===== config.mk =====
export PLATFORM = sky130hd
export DESIGN_NAME = ewc_ctrl
export DESIGN_NICKNAME = d
export VERILOG_FILES = /design/src/rtl/ewc_pkg.sv /design/src/rtl/ewc_ctrl.sv
export SDC_FILE = /design/constraint.sdc
export NUM_CORES = 1
export LEC_CHECK = 0
export CAP_MARGIN = 5
export CORE_ASPECT_RATIO = 0.75
export CORE_MARGIN = 10
export CORE_UTILIZATION = 35
export CTS_CLUSTER_DIAMETER = 30
export DETAILED_ROUTE_END_ITERATION = 7
export PLACE_DENSITY_LB_ADDON = 0.08
export SLEW_MARGIN = 15
export SYNTH_ARGS = -nofsm -noshare
export SYNTH_HDL_FRONTEND = slang
export SYNTH_SLANG_ARGS = --single-unit

===== constraint.sdc =====
create_clock -name clk -period 7.4 [get_ports clk]
set_input_delay 0.74 -clock clk [delete_from_list [all_inputs] [get_ports clk]]
set_output_delay 0.74 -clock clk [all_outputs]
set_load 0.1 [all_outputs]

===== src/rtl/ewc_pkg.sv =====
package ewc_pkg;

  localparam int RUN_W = 5;

  typedef enum logic [2:0] {
    ST_IDLE  = 3'd0,
    ST_WARM  = 3'd1,
    ST_ARM   = 3'd2,
    ST_CHECK = 3'd3,
    ST_DONE  = 3'd4
  } ewc_state_t;

  // Two edge checks per bit; codes 0..3 select 0,3,6,9 bits.
  function automatic logic [RUN_W-1:0] checks_needed(input logic [1:0] sel);
    return {3'b000, sel} * 5'd6;
  endfunction

endpackage


===== src/rtl/ewc_ctrl.sv =====
module ewc_ctrl
  import ewc_pkg::*;
#(
  parameter int LIM_W    = 6,
  parameter int LO_FLOOR = 10
) (
  input  logic             clk,
  input  logic             rst_n,
  input  logic             start_i,
  input  logic             tick_i,
  input  logic             edge_i,
  input  logic [LIM_W-1:0] lo_i,
  input  logic [LIM_W-1:0] hi_i,
  input  logic [1:0]       sel_i,
  input  logic             warm_done_i,
  input  logic [LIM_W-1:0] cnt_i,
  output logic             warm_en_o,
  output logic             cnt_clr_o,
  output logic             cnt_inc_o,
  output logic             pass_o,
  output logic             fail_o,
  output logic             busy_o
);

  localparam logic [LIM_W-1:0] FLOOR_V = LIM_W'(LO_FLOOR);

  ewc_state_t       state_q, state_d;
  logic [RUN_W-1:0] run_q, run_d;
  logic [RUN_W-1:0] need_q;
  logic [LIM_W-1:0] lo_q, hi_q;
  logic             pass_q, pass_d;
  logic             fail_q, fail_d;

  logic too_short;
  logic too_long;
  logic hit_hi;
  logic last_check;

  always_comb begin
    too_short  = cnt_i < lo_q;
    too_long   = cnt_i >= hi_q;
    hit_hi     = ({1'b0, cnt_i} + {{LIM_W{1'b0}}, 1'b1}) == {1'b0, hi_q};
    last_check = (run_q + RUN_W'(1)) == need_q;
  end

  // next-state logic
  always_comb begin
    state_d   = state_q;
    run_d     = run_q;
    pass_d    = pass_q;
    fail_d    = fail_q;
    cnt_clr_o = 1'b0;
    cnt_inc_o = 1'b0;
    warm_en_o = 1'b0;
    if (start_i) begin
      state_d   = ST_WARM;
      run_d     = '0;
      pass_d    = 1'b0;
      fail_d    = 1'b0;
      cnt_clr_o = 1'b1;
    end else begin
      unique case (state_q)
        ST_WARM: begin
          warm_en_o = 1'b1;
          if (warm_done_i) begin
            if (need_q == '0) begin
              state_d = ST_DONE;
              pass_d  = 1'b1;
            end else begin
              state_d = ST_ARM;
            end
          end
        end
        ST_ARM: begin
          if (edge_i) begin
            cnt_clr_o = 1'b1;
            state_d   = ST_CHECK;
          end
        end
        ST_CHECK: begin
          if (edge_i) begin
            // edge judged on the count before any same-cycle tick
            if (too_short || too_long) begin
              state_d = ST_DONE;
              fail_d  = 1'b1;
            end else if (last_check) begin
              state_d = ST_DONE;
              pass_d  = 1'b1;
            end else begin
              run_d     = run_q + RUN_W'(1);
              cnt_clr_o = 1'b1;
            end
          end else if (tick_i) begin
            if (hit_hi) begin
              state_d = ST_DONE;
              fail_d  = 1'b1;
            end else begin
              cnt_inc_o = 1'b1;
            end
          end
        end
        default: begin
          state_d = state_q;
        end
      endcase
    end
  end

  // state registers
  always_ff @(posedge clk or negedge rst_n) begin
    if (!rst_n) begin
      state_q <= ST_IDLE;
      run_q   <= '0;
      pass_q  <= 1'b0;
      fail_q  <= 1'b0;
    end else begin
      state_q <= state_d;
      run_q   <= run_d;
      pass_q  <= pass_d;
      fail_q  <= fail_d;
    end
  end

  // configuration capture, enabled by start
  always_ff @(posedge clk or negedge rst_n) begin
    if (!rst_n) begin
      lo_q   <= FLOOR_V;
      hi_q   <= '1;
      need_q <= '0;
    end else if (start_i) begin
      lo_q   <= (lo_i < FLOOR_V) ? FLOOR_V : lo_i;
      hi_q   <= hi_i;
      need_q <= checks_needed(sel_i);
    end
  end

  assign pass_o = pass_q;
  assign fail_o = fail_q;
  assign busy_o = (state_q == ST_WARM) || (state_q == ST_ARM) || (state_q == ST_CHECK);

  AST_RESULT_EXCL: assert property (@(posedge clk) disable iff (!rst_n)
    !(pass_q && fail_q));

  AST_RESULT_STICKY: assert property (@(posedge clk) disable iff (!rst_n)
    ((pass_q || fail_q) && !start_i) |=> ($stable(pass_q) && $stable(fail_q)));

  AST_START_CLEARS: assert property (@(posedge clk) disable iff (!rst_n)
    start_i |=> (busy_o && !pass_q && !fail_q));

  AST_SHORT_FAILS: assert property (@(posedge clk) disable iff (!rst_n)
    (state_q == ST_CHECK && edge_i && !start_i && cnt_i < lo_q) |=> fail_q);

  AST_REACH_HI_FAILS: assert property (@(posedge clk) disable iff (!rst_n)
    (state_q == ST_CHECK && tick_i && !edge_i && !start_i &&
     (cnt_i == hi_q - LIM_W'(1)) && hi_q != '0) |=> fail_q);

  AST_LO_FLOOR: assert property (@(posedge clk) disable iff (!rst_n)
    lo_q >= FLOOR_V);

  AST_BUSY_NO_RESULT: assert property (@(posedge clk) disable iff (!rst_n)
    busy_o |-> (!pass_q && !fail_q));

  AST_RUN_BOUND: assert property (@(posedge clk) disable iff (!rst_n)
    (state_q == ST_CHECK) |-> (run_q < need_q));

endmodule


==> out/qor.yml, run 1 <==
outcome:
  status: "finished clean"
global_route:
  grt-ovfl-total: 0
  grt_pass1_wl_um: 7217
  grt_max_degree: 33
  antenna_found_initial: 0
  grt_pass1_vias: 1481
  grt_usage_pct: 10.70
sta:
  maxSlewViolCount: 0
  relSlewSlack_pct: 34.53
  worst_pin_slew_ns: 0.9790
  setup_viol: 0
  rsz0062_at_grt: "no"
  fmax_mhz: 211.1
  fin_crit_ns: 4.736
  fin_skew_ns: 0.005546
  tns_ns: 0
  hold_violations: 0
  fin_crit_sh_pct: 64.00
detailed_routing:
  wl_per_cell_um: 15.25
  viasPerCell: 5.224
  drtIter0Drc: 47
  remaining_drc_errors: 0
  dr.pass1.iters: 4
  routed_wl_um: 4148
  antenna_left: 0
  vias: 1421
power_and_ir_drop:
  clockPowerShare_pct: 23.2
  powerDensity_mw_per_mm2: 240.8
  power_frac_comb_pct: 40.9
  peakVddDrop_mv: 0.2350
  internal_power_mw: 0.3106
  p_sw_mw: 0.2072
  p_sw_share_pct: 40.01
  p_seq_share_pct: 35.8
  finalPower_mw: 0.5178
  leakage_nw: 0.9267
clocking:
  cts_inserted_buffers: 3
  cts.sinks: 26
  path_clk_slew_ns: 0.09
  ctsResizeCount: 0
  clock_latency_ns: 0.27
  hold_buffers: 0
  ctsLongestPathBuffers: 2
  post_cts_buffers: 0
  htreeDepth: 1
  cts-root-buf: "clkbuf_8"
  cts_tree: "built"
worst_setup_path:
  crit_path_top_delay_cell: "clkdlybuf4s50_1"
  r2r_cells: 8
  arrival_ns: 4.00
  worstPathCellList: "clkdlybuf4s50_1, ha_1, a2111oi_2, o21ai_1, a221o_1, o21ai_0, nand2_1, nand2_1, clkdlybuf4s50_1"
  reg2reg_from: "hi_q[3]$_DFFE_PN1P_"
  crit_path_start_kind: "primary input"
  r2r_setup_slack_ns: 4.60
  critPathCaptureType: "output pin"
  critPathKind: "primary input to output pin"
  crit_path_max_fanout: 6
  r2r-end: "run_q[3]$_DFFE_PN0P_"
  cp_data_required_time_ns: 6.66
  critPathMaxStageDelay_ns: 1.14
floorplanning:
  core_mm2: 0.004598
  dieArea_mm2: 0.008098
  die_w_um: 100.6
  rows: 21
  die_h_um: 80.48
  io_pins: 32
  initial_utilization_pct: 37.12
worst_hold_path:
  hp-start: "pass_o$_DFFE_PN0P_"
  hold_path_depth: 1
  min_path_type: "flip-flop to flip-flop"
  whs_endpoint: "pass_o$_DFFE_PN0P_"
placed_design:
  io_buffers: 31
  place.gp.congestion: 0.9082
  hpwl_um: 3234
synthesis:
  synth.top_cell.area_share_pct: 26.39
  synth-seq-area-share_pct: 38.71
  synthTopCellsByArea: "dfrtp_1, dfstp_2, ha_1"
  syn_inst: 184
  yosysWarnings: 0
  ys_types: 43
  syn_avg_cell_area_um2: 9.275
  synth_nets: 225
  ys_ff_latch: 26
  syn-cell-area_mm2: 0.001707
  yosysTopAreaCell: "dfrtp_1"
final_layout:
  diodes: 0
  area.growth.synth_to_final_pct: 26.03
  final_cell_mix: "clkdlybuf4s50_1, o21ai_0, dfrtp_1"
  layout.nets: 257
  layout_commonest_cell: "clkdlybuf4s50_1"
  layout-drive-gt1-share_pct: 11.16
flow_run:
  maxCapViolCount: 0
==> power by group through the flow <==
stage	Sequential, mW	Clock (mW)	Combinational (mW)
floorplan	0.195	0	0.144
global placement	0.187	0	0.212
detailed placement	0.188	0	0.213
CTS	0.185	0.123	0.213
global route	0.188	0.129	0.233
finish	0.186	0.120	0.212
==> synthesized netlist by cell type <==
| cell | instances |
|---|---|
| xor2_1 | 5 |
| dfrtp_1 | 18 |
| o21ai_0 | 19 |
| o21a_1 | 1 |
| o32a_1 | 1 |
| nor3_1 | 2 |
| a2111oi_2 | 1 |
| or4_1 | 1 |
| nor2_1 | 14 |
| nand2_1 | 16 |
| nand3b_1 | 1 |
| nor4_1 | 2 |
| inv_1 | 16 |
| nand2b_2 | 1 |
| o21ai_1 | 1 |
| a21oi_1 | 8 |
| clkbuf_1 | 5 |
| nor3b_1 | 1 |
| or3b_2 | 1 |
| a221o_1 | 1 |
| dfstp_2 | 8 |
| nor4_2 | 1 |
| nor2b_1 | 1 |
| nand2b_1 | 2 |
| and3_1 | 1 |
| o211ai_1 | 1 |
| a2111oi_0 | 2 |
| nand3_1 | 8 |
| mux2i_1 | 1 |
| xor3_1 | 1 |
| xnor2_1 | 8 |
| o41ai_1 | 1 |
| a22oi_1 | 2 |
| o2111ai_1 | 1 |
| ha_1 | 15 |
| a32o_1 | 2 |
| mux2_2 | 4 |
| a31o_2 | 1 |
| clkbuf_2 | 1 |
| and3b_1 | 1 |
| a22o_1 | 2 |
| and2b_2 | 1 |
| or3_1 | 4 |
==> state kept, by name (all words and copies together) (netlist names) <==
| name | count |
|---|---|
| pass_o | 1 |
| fail_o | 1 |
| need_q | 4 |
| hi_q | 6 |
| run_q | 5 |
| lo_q | 6 |
| state_q | 3 |
==> cell type report <==
type                            count  area (um2)
Clock buffer                        3       41.29
Clock inverter                      1       30.03
Fill cell                         448        2447
Inverter                           16       60.06
Multi-Input combinational cell    136       962.2
Sequential cell                    26       660.6
Tap cell                           57       71.32
Timing Repair Buffer               33       325.3
==> worst max-delay path by stage <==
| stage | from | end | slack [ns] | cells after the start |
|---|---|---|---|---|
| after CTS | cnt_i[3] | cnt_clr_o | 2.63 | 9 |
| after global placement | cnt_i[3] | cnt_clr_o | 2.69 | 9 |
| after global routing | cnt_i[0] | cnt_inc_o | 2.47 | 8 |
| after floorplan | start_i | warm_en_o | 3.65 | 2 |
| final | cnt_i[3] | cnt_clr_o | 2.66 | 9 |
| after detailed placement | cnt_i[3] | cnt_clr_o | 2.63 | 9 |
==> cells by family after synthesis <==
family / count (synthesis) / share of synthesized area (%)
simple gates: 58 / 17.30
compound gates: 44 / 16.79
fa+ha+maj: 15 / 11.00
xor+xnor: 14 / 8.064
buf+inv: 22 / 4.912
flops: 26 / 38.71
mux: 5 / 3.226
==> routing by layer <==
metal	up-vias	global-route usage (%)	part of all wire, %
li1	715	-	-
met1	666	14.27	51
met2	34	15.86	41
met4	0	2.535	0.82
met5	-	0	0
met3	6	4.021	7.1
==> stage by stage <==
stage	area [um2]	setup WS, ns	utilization [%]	hold WS (ns)	std cells
detailed placement	2079	2.634	45.22	0.4903	268
global placement	2079	2.686	45.22	0.4840	268
floorplan	1707	3.649	-	0.4444	184
CTS	2151	2.633	46.78	0.5125	272
global route	2151	2.473	46.78	0.5271	272
finish	2151	2.664	46.78	0.5137	272
==> critical path: cells and delay by family <==
kind	cells	cell delay, ns
buffers and inverters	2	1.65
AO/OA/AOI/OAI	4	1.08
adder cells (fa/ha/maj)	1	0.37
AND/OR/NAND/NOR	2	0.16
Note: power is estimated with default switching activity, not from simulation.
==> run 2, diff against run 1 <==
==> constraint.sdc (replaced) <==
create_clock -name clk -period 4 [get_ports clk]
set_input_delay 0.4 -clock clk [delete_from_list [all_inputs] [get_ports clk]]
set_output_delay 0.4 -clock clk [all_outputs]
set_load 0.1 [all_outputs]
==> out/qor.yml, run 2 (synthesis gave the netlist of run 1 again) <==
worst_hold_path:
  hp-start: "pass_o$_DFFE_PN0P_"
  whs_endpoint: "pass_o$_DFFE_PN0P_"
  hold_path_depth: 1
  min_path_type: "flip-flop to flip-flop"
power_and_ir_drop:
  p_sw_mw: 0.3791
  internal_power_mw: 0.5748
  power_frac_comb_pct: 41.3
  p_seq_share_pct: 35.9
  p_sw_share_pct: 39.74
  powerDensity_mw_per_mm2: 442.5
  leakage_nw: 0.9356
  clockPowerShare_pct: 22.9
  peakVddDrop_mv: 0.3861
final_layout:
  area.growth.synth_to_final_pct: 26.32
  layout.nets: 257
  final_util_pct: 46.88
  seq_area_um2: 660.6
  multi_input_area_um2: 962.2
  fillCellCount: 450
  layout_commonest_cell: "clkdlybuf4s50_1"
  layout-drive-gt1-share_pct: 12.56
  diodes: 0
  final_cell_mix: "clkdlybuf4s50_1, o21ai_0, dfrtp_1"
  reg_top3: "hi_q: 6 flops, lo_q: 6 flops, run_q: 5 flops"
worst_setup_path:
  cp_data_required_time_ns: 3.60
  arrival_ns: 2.91
  crit_path_start_kind: "primary input"
  critPathKind: "primary input to output pin"
  r2r_cells: 8
  r2r_setup_slack_ns: 1.18
  r2r-end: "run_q[4]$_DFFE_PN0P_"
  reg2reg_from: "hi_q[3]$_DFFE_PN1P_"
  critPathCaptureType: "output pin"
  crit_path_max_fanout: 5
floorplanning:
  rows: 21
  die_h_um: 80.48
  io_pins: 32
  initial_utilization_pct: 37.12
  die_w_um: 100.6
  dieArea_mm2: 0.008098
  core_mm2: 0.004598
clocking:
  ctsResizeCount: 0
  cts_inserted_buffers: 3
  cts-root-buf: "clkbuf_8"
  cts.sinks: 26
  post_cts_buffers: 0
  path_clk_slew_ns: 0.10
  hold_buffers: 0
  htreeDepth: 1
  clock_latency_ns: 0.27
  cts_tree: "built"
  ctsLongestPathBuffers: 2
sta:
  rsz0062_at_grt: "no"
  fin_skew_ns: 0.007056
  relSlewSlack_pct: 35.06
  worst_pin_slew_ns: 0.9711
  maxSlewViolCount: 0
  fin_crit_ns: 3.310
  fmax_mhz: 302.1
  fin_crit_sh_pct: 82.75
  setup_viol: 0
  whs_ns: 0.5117
  tns_ns: 0
  hold_violations: 0
placed_design:
  io_buffers: 31
  place.gp.congestion: 0.8155
  hpwl_um: 3257
global_route:
  antenna_found_initial: 0
  grt_pass1_wl_um: 7038
  grt-ovfl-total: 0
  grt_max_degree: 33
  grt_pass1_vias: 1433
  grt_usage_pct: 10.58
flow_run:
  maxCapViolCount: 0
detailed_routing:
  drtIter0Drc: 69
  wl_per_cell_um: 15.11
  routed_wl_um: 4111
  viasPerCell: 5.224
  dr.pass1.iters: 4
  remaining_drc_errors: 0
  antenna_left: 0
  vias: 1421
outcome:
  status: "finished clean"
-- run 2: cell count changes in the layout (fill, tap and decap cells not counted) --
cell             change
clkdlybuf4s50_1      -3
buf_12               +1
buf_4                +2
-- run 2: metal layers --
layer / share of wire [%] / track usage, %
met1: 52 / 15.08
met3: 6.7 / 3.593
met2: 41 / 15.16
met5: 0 / 0
met4: 0.41 / 1.549
-- run 2: layout make-up --
cell class	count	area share (%)
clock buffer	3	1.915
clock inverter	1	1.393
inverter	16	2.786
multi-input combinational	136	44.63
sequential	26	30.64
tap	57	3.308
timing repair buffer	33	15.32
-- run 2: worst max-delay path, cell delays in order --
cell             delay, ns
clkdlybuf4s50_1       0.49
ha_1                  0.27
xor3_1                0.36
a2111oi_0             0.35
o21ai_0               0.19
nor4_2                0.39
and3b_1               0.23
buf_4                 0.23
-- run 2: power by group through the flow --
stage	clock network, mW	logic, mW	registers [mW]
after floorplan	0	0.266	0.360
after global placement	0	0.394	0.345
after detailed placement	0	0.396	0.346
after CTS	0.229	0.397	0.341
after global routing	0.242	0.427	0.350
final	0.218	0.394	0.342
-- run 2: per-stage QoR --
stage               std cells  worst slack [ns]  power (mW)  area (um2)
floorplan                 184            0.9295      0.6258        1707
global placement          268            0.7241      0.7388        2085
detailed placement        268            0.6834      0.7417        2085
CTS                       272            0.6733      0.9667        2156
global route              272            0.4433       1.019        2156
finish                    272            0.6900      0.9539        2156
-- run 2: worst max path at each step --
stage	cells after the start	from	slack, ns	end
2_1_floorplan	2	start_i	0.93	warm_en_o
3_3_place_gp	8	cnt_i[1]	0.72	cnt_inc_o
3_5_place_dp	8	cnt_i[0]	0.68	cnt_inc_o
4_1_cts	8	cnt_i[1]	0.67	cnt_inc_o
5_1_grt	8	cnt_i[1]	0.44	cnt_inc_o
6_report	8	cnt_i[0]	0.69	cnt_inc_o
